===== src/rtl/mmio_term_pkg.sv =====
package mmio_term_pkg;
  typedef enum logic [1:0] {
    REG_RX_CTRL = 2'd0,
    REG_RX_DATA = 2'd1,
    REG_TX_CTRL = 2'd2,
    REG_TX_DATA = 2'd3
  } term_reg_e;

  localparam int NUM_REGS = 4;
  localparam int RDY_BIT  = 0;
  localparam int IE_BIT   = 1;
endpackage


===== src/rtl/mmio_term_dec.sv =====
module mmio_term_dec
  import mmio_term_pkg::*;
#(
  parameter int          ADDR_W    = 32,
  parameter logic [31:0] BASE_ADDR = 32'hFFFF_0000
) (
  input  logic [ADDR_W-1:0]   addr,
  input  logic                rd,
  input  logic                wr,
  output logic                in_win,
  output term_reg_e           idx,
  output logic [NUM_REGS-1:0] rd_sel,
  output logic [NUM_REGS-1:0] wr_sel
);
  localparam int TAG_LSB = 4;

  assign in_win = (addr[ADDR_W-1:TAG_LSB] == BASE_ADDR[ADDR_W-1:TAG_LSB]);
  assign idx    = term_reg_e'(addr[TAG_LSB-1:2]);

  for (genvar g = 0; g < NUM_REGS; g++) begin : g_sel
    assign rd_sel[g] = in_win && rd && (idx == term_reg_e'(g));
    assign wr_sel[g] = in_win && wr && (idx == term_reg_e'(g));
  end
endmodule


===== src/rtl/mmio_term_rx.sv =====
module mmio_term_rx #(
  parameter int CHAR_W = 8
) (
  input  logic              clk,
  input  logic              rst_n,
  input  logic              in_valid,
  input  logic [CHAR_W-1:0] in_char,
  input  logic              ctrl_wr,
  input  logic              ie_wdata,
  input  logic              data_rd,
  output logic              rdy,
  output logic              ie,
  output logic [CHAR_W-1:0] data
);
  always_ff @(posedge clk) begin
    if (!rst_n) begin
      rdy  <= 1'b0;
      ie   <= 1'b0;
      data <= '0;
    end else begin
      if (in_valid) begin
        data <= in_char;
        rdy  <= 1'b1;
      end else if (data_rd) begin
        rdy <= 1'b0;
      end
      if (ctrl_wr) ie <= ie_wdata;
    end
  end
endmodule


===== src/rtl/mmio_term_tx.sv =====
module mmio_term_tx #(
  parameter int CHAR_W = 8
) (
  input  logic              clk,
  input  logic              rst_n,
  input  logic              ctrl_wr,
  input  logic              ie_wdata,
  input  logic              data_wr,
  input  logic [CHAR_W-1:0] wchar,
  output logic              out_valid,
  output logic [CHAR_W-1:0] out_char,
  input  logic              out_ready,
  output logic              rdy,
  output logic              ie
);
  logic pend;

  always_ff @(posedge clk) begin
    if (!rst_n) begin
      pend     <= 1'b0;
      out_char <= '0;
      ie       <= 1'b0;
    end else begin
      if (pend) begin
        if (out_ready) pend <= 1'b0;
      end else if (data_wr) begin
        pend     <= 1'b1;
        out_char <= wchar;
      end
      if (ctrl_wr) ie <= ie_wdata;
    end
  end

  assign out_valid = pend;
  assign rdy       = ~pend;
endmodule


===== src/rtl/mmio_term_ctrl.sv =====
module mmio_term_ctrl
  import mmio_term_pkg::*;
#(
  parameter int          ADDR_W    = 32,
  parameter int          DATA_W    = 32,
  parameter int          CHAR_W    = 8,
  parameter logic [31:0] BASE_ADDR = 32'hFFFF_0000
) (
  input  logic              clk,
  input  logic              rst_n,
  input  logic [ADDR_W-1:0] bus_addr,
  input  logic              bus_rd,
  input  logic              bus_wr,
  input  logic [DATA_W-1:0] bus_wdata,
  output logic [DATA_W-1:0] bus_rdata,
  input  logic              kb_valid,
  input  logic [CHAR_W-1:0] kb_byte,
  output logic              disp_valid,
  output logic [CHAR_W-1:0] disp_byte,
  input  logic              disp_ready,
  output logic              irq
);
  logic                in_win;
  term_reg_e           idx;
  logic [NUM_REGS-1:0] rd_sel;
  logic [NUM_REGS-1:0] wr_sel;
  logic                rx_rdy, rx_ie, tx_rdy, tx_ie;
  logic [CHAR_W-1:0]   rx_data;

  mmio_term_dec #(.ADDR_W(ADDR_W), .BASE_ADDR(BASE_ADDR)) dec_i (
    .addr(bus_addr), .rd(bus_rd), .wr(bus_wr),
    .in_win(in_win), .idx(idx), .rd_sel(rd_sel), .wr_sel(wr_sel)
  );

  mmio_term_rx #(.CHAR_W(CHAR_W)) rx_i (
    .clk(clk), .rst_n(rst_n),
    .in_valid(kb_valid), .in_char(kb_byte),
    .ctrl_wr(wr_sel[REG_RX_CTRL]), .ie_wdata(bus_wdata[IE_BIT]),
    .data_rd(rd_sel[REG_RX_DATA]),
    .rdy(rx_rdy), .ie(rx_ie), .data(rx_data)
  );

  mmio_term_tx #(.CHAR_W(CHAR_W)) tx_i (
    .clk(clk), .rst_n(rst_n),
    .ctrl_wr(wr_sel[REG_TX_CTRL]), .ie_wdata(bus_wdata[IE_BIT]),
    .data_wr(wr_sel[REG_TX_DATA]), .wchar(bus_wdata[CHAR_W-1:0]),
    .out_valid(disp_valid), .out_char(disp_byte), .out_ready(disp_ready),
    .rdy(tx_rdy), .ie(tx_ie)
  );

  always_comb begin
    bus_rdata = '0;
    if (in_win && bus_rd) begin
      unique case (idx)
        REG_RX_CTRL: begin
          bus_rdata[RDY_BIT] = rx_rdy;
          bus_rdata[IE_BIT]  = rx_ie;
        end
        REG_RX_DATA: bus_rdata[CHAR_W-1:0] = rx_data;
        REG_TX_CTRL: begin
          bus_rdata[RDY_BIT] = tx_rdy;
          bus_rdata[IE_BIT]  = tx_ie;
        end
        default: ;
      endcase
    end
  end

  assign irq = (rx_rdy & rx_ie) | (tx_rdy & tx_ie);
endmodule


===== config.mk =====
export PLATFORM = sky130hd
export DESIGN_NAME = mmio_term_ctrl
export DESIGN_NICKNAME = d
export VERILOG_FILES = /design/src/rtl/mmio_term_pkg.sv /design/src/rtl/mmio_term_dec.sv /design/src/rtl/mmio_term_rx.sv /design/src/rtl/mmio_term_tx.sv /design/src/rtl/mmio_term_ctrl.sv
export SDC_FILE = /design/constraint.sdc
export NUM_CORES = 1
export LEC_CHECK = 0
export BUFFER_PORTS_ARGS = -buffer_cell sky130_fd_sc_hd__buf_4
export CAP_MARGIN = 20
export CORE_UTILIZATION = 35
export CTS_BUF_LIST = sky130_fd_sc_hd__clkbuf_4 sky130_fd_sc_hd__clkbuf_8 sky130_fd_sc_hd__clkbuf_16
export CTS_CLUSTER_SIZE = 40
export DETAILED_ROUTE_END_ITERATION = 12
export PLACE_DENSITY = 0.82
export SYNTH_ARGS = -nofsm -noshare
export SYNTH_HDL_FRONTEND = slang
export SYNTH_SLANG_ARGS = --single-unit

===== constraint.sdc =====
create_clock -name clk -period 2 [get_ports clk]
set_input_delay 0.1 -clock clk [delete_from_list [all_inputs] [get_ports clk]]
set_output_delay 0.1 -clock clk [all_outputs]
set_load 0.01 [all_outputs]

==> impl_metrics.toml <==
[power]
powerDensity_nw_per_um2 = 524.0
vdd_ir_drop_max_mv = 0.5340
p_leak_nw = 0.9007

[cts]
clockRootBuffer = "clkbuf_4"
ctsResizeCount = 0
cts_setup_buffers = 0
path_clk_slew_ns = 0.13
cts_hold_buffers = 0
cts_tree = "built"
cts_max_path_buffers = 2
cts_num_sinks = 20
cts-htree-levels = 1
numCtsBuffers = 3
clock_latency_ns = 0.31

[drt]
drc = 0
viasPerCell = 4.294
wl_mm = 2.495
wl_per_cell_um = 10.06
num_vias = 1065
final_antenna_net_count = 0
drtIter0Drc = 15
drt_first_pass_iters = 4

[floorplanning]
core-area_um2 = 3128
initial_core_util = 0.3792
die_w_um = 60.22
die_area_um2 = 3626
num_rows = 20
die_h_um = 60.22
ioPinCount = 120

[sta]
fmax_mhz = 553.2
fin_crit_ns = 1.808
setup_slack_ns = 0.1923
finalSetupTns_ns = 0
hold_viol = 0
rsz0062_at_grt = "false"
worst_clock_skew_ns = 0.0006978
setup_viol = 0
timing.final.crit_share = 0.9039
finalMaxSlewViolations = 0

[place]
dp_hpwl_mm = 2.034
dp_slack_ns = 0.1635
gp_congestion = 0.7494
placedCellCount = 244
place_area_um2 = 1647
place.port_buffers = 69

[worst_hold_path]
hold_start = "bus_wdata[5]"
whs_path_depth = 3
hold_path_end = "tx_i.out_char[5]"
hold_class = "in2reg"

[status]
outcome = "finished, final reports clean"

[finish]
syn_to_final_growth_pct = 43.25
fillers = 322
fin_cells = 248
fin_area_um2 = 1699
multiInputGateArea_um2 = 661.9
seqCellArea_um2 = 400.4
nets = 283
drive_above_1_share = 0.3775
antenna-diode-count = 0

[global_route]
grt_pass1_wl_mm = 3.864
grt_pass1_vias = 1001
grt_overflow = 0
grt_start_max_net_pins = 30
grt_antenna_before_repair = 0
grt_use_total = 0.1395

[setup_path]
crit_fanout = 7
critPathArrivalTime_ns = 1.71
worst_ep_required_time_ns = 1.90
reg2reg_depth = 4
cp-end-kind = "primary output"
rr_endpoint = "tx_i.out_char[2]"
rrSetupSlack_ns = 0.80
crit_type = "in2out"
critPathLaunchType = "primary input"
reg2reg_from = "tx_i.out_valid"

[yosys]
synth_top_area_cell = "dfxtp_1"
synth_cells = 136
synth_area_um2 = 1186
ys_seq_area_frac = 0.3376
synth_area_leaders = "dfxtp_1 (34%), mux2i_1 (16%), buf_4 (15%)"
synth_top_area_share = 0.3376
synth_seq_cells = 20
yosysWarnings = 0
avgSynthCellArea_um2 = 8.722
post_synth_num_cell_types = 26

[job]
max_cap_violations = 0
## final cells by class
type,count,area share
Inverter,1,0.002209
Clock buffer,3,0.01325
Tap cell,44,0.03240
Timing Repair Buffer,70,0.3093
Clock inverter,1,0.01767
Sequential cell,20,0.2356
Multi-Input combinational cell,109,0.3895
## logic make-up (layout without fill, tap and decap cells)
kind of cell / Yosys count / in the layout / synth area share
buffers and inverters: 30 / 75 / 0.1772
AOI/OAI and AO/OA: 6 / 6 / 0.02953
muxes: 19 / 19 / 0.1603
other: 1 / 24 / 0.003162
and+or+nand+nor: 60 / 60 / 0.2922
DFF: 20 / 20 / 0.3375
## worst max-delay path by stage
stage                      from           end  slack, ns  cells past startpoint
finish              bus_addr[9]  bus_rdata[7]       0.19                      6
global route        bus_addr[9]  bus_rdata[7]       0.08                      6
CTS                 bus_addr[9]  bus_rdata[7]       0.16                      6
detailed placement  bus_addr[9]  bus_rdata[7]       0.16                      6
global placement    bus_addr[9]  bus_rdata[3]       0.17                      6
floorplan           bus_addr[9]  bus_rdata[2]       0.52                      4
## synth_stat cells (all sizes together)
cell type / n
a211oi: 1
a21boi: 1
a21oi: 2
and2: 6
and3: 2
and4bb: 1
buf: 25
clkbuf: 4
conb: 1
dfxtp: 20
inv: 1
mux2i: 19
nand2: 22
nand2b: 1
nand4: 6
nand4b: 2
nor2: 6
nor2b: 9
nor3b: 2
nor4: 1
o21ai: 2
or4: 2
## metal layers
layer / share of wire / up-vias / GRT usage
met5: 0 / - / 0
met4: 0 / 0 / 0.02658
met3: 0.085 / 0 / 0.05411
met2: 0.50 / 48 / 0.2433
met1: 0.42 / 475 / 0.1607
li1: - / 542 / -
## sequential cells by signal (all words and copies together) (netlist names)
| register | cells |
|---|---|
| rx_i.data | 8 |
| tx_i.out_char | 8 |
| rx_i.ie | 1 |
| rx_i.rdy | 1 |
| tx_i.ie | 1 |
| tx_i.out_valid | 1 |
## cells in the final DEF (no fill, tap or decap), types with 2 or more instances in the layout
master	instances
clkbuf_4	3
nor2_1	6
mux2i_1	19
buf_4	70
and3_1	2
nor2b_1	9
dfxtp_1	20
conb_1	24
and2_1	6
nor3b_1	2
a21oi_1	2
nand2_1	22
nand4b_1	2
nand4_1	5
## power by group
group,switching (W),total [W],internal (W)
sequential,0.00000516,0.000415,0.000410
clock,0.000127,0.000330,0.000203
combinational,0.0000608,0.000146,0.0000847
total,0.000193,0.000890,0.000697
## metrics by stage
stage / power [W] / hold slack (ns) / util
floorplan: 0.0005214 / 0.2388 / -
global placement: 0.0005669 / 0.3532 / 0.5264
detailed placement: 0.0005700 / 0.3618 / 0.5264
CTS: 0.0008994 / 0.01348 / 0.5432
global route: 0.0009370 / 0.01910 / 0.5432
finish: 0.0008904 / 0.02355 / 0.5432
## critical path, cell delays in order
cell and delay [ns]:
buf_4 0.11, or4_4 0.53, nor4_4 0.34, and3_1 0.35, and2_1 0.16, buf_4 0.11
(Power assumes the default switching activity.)
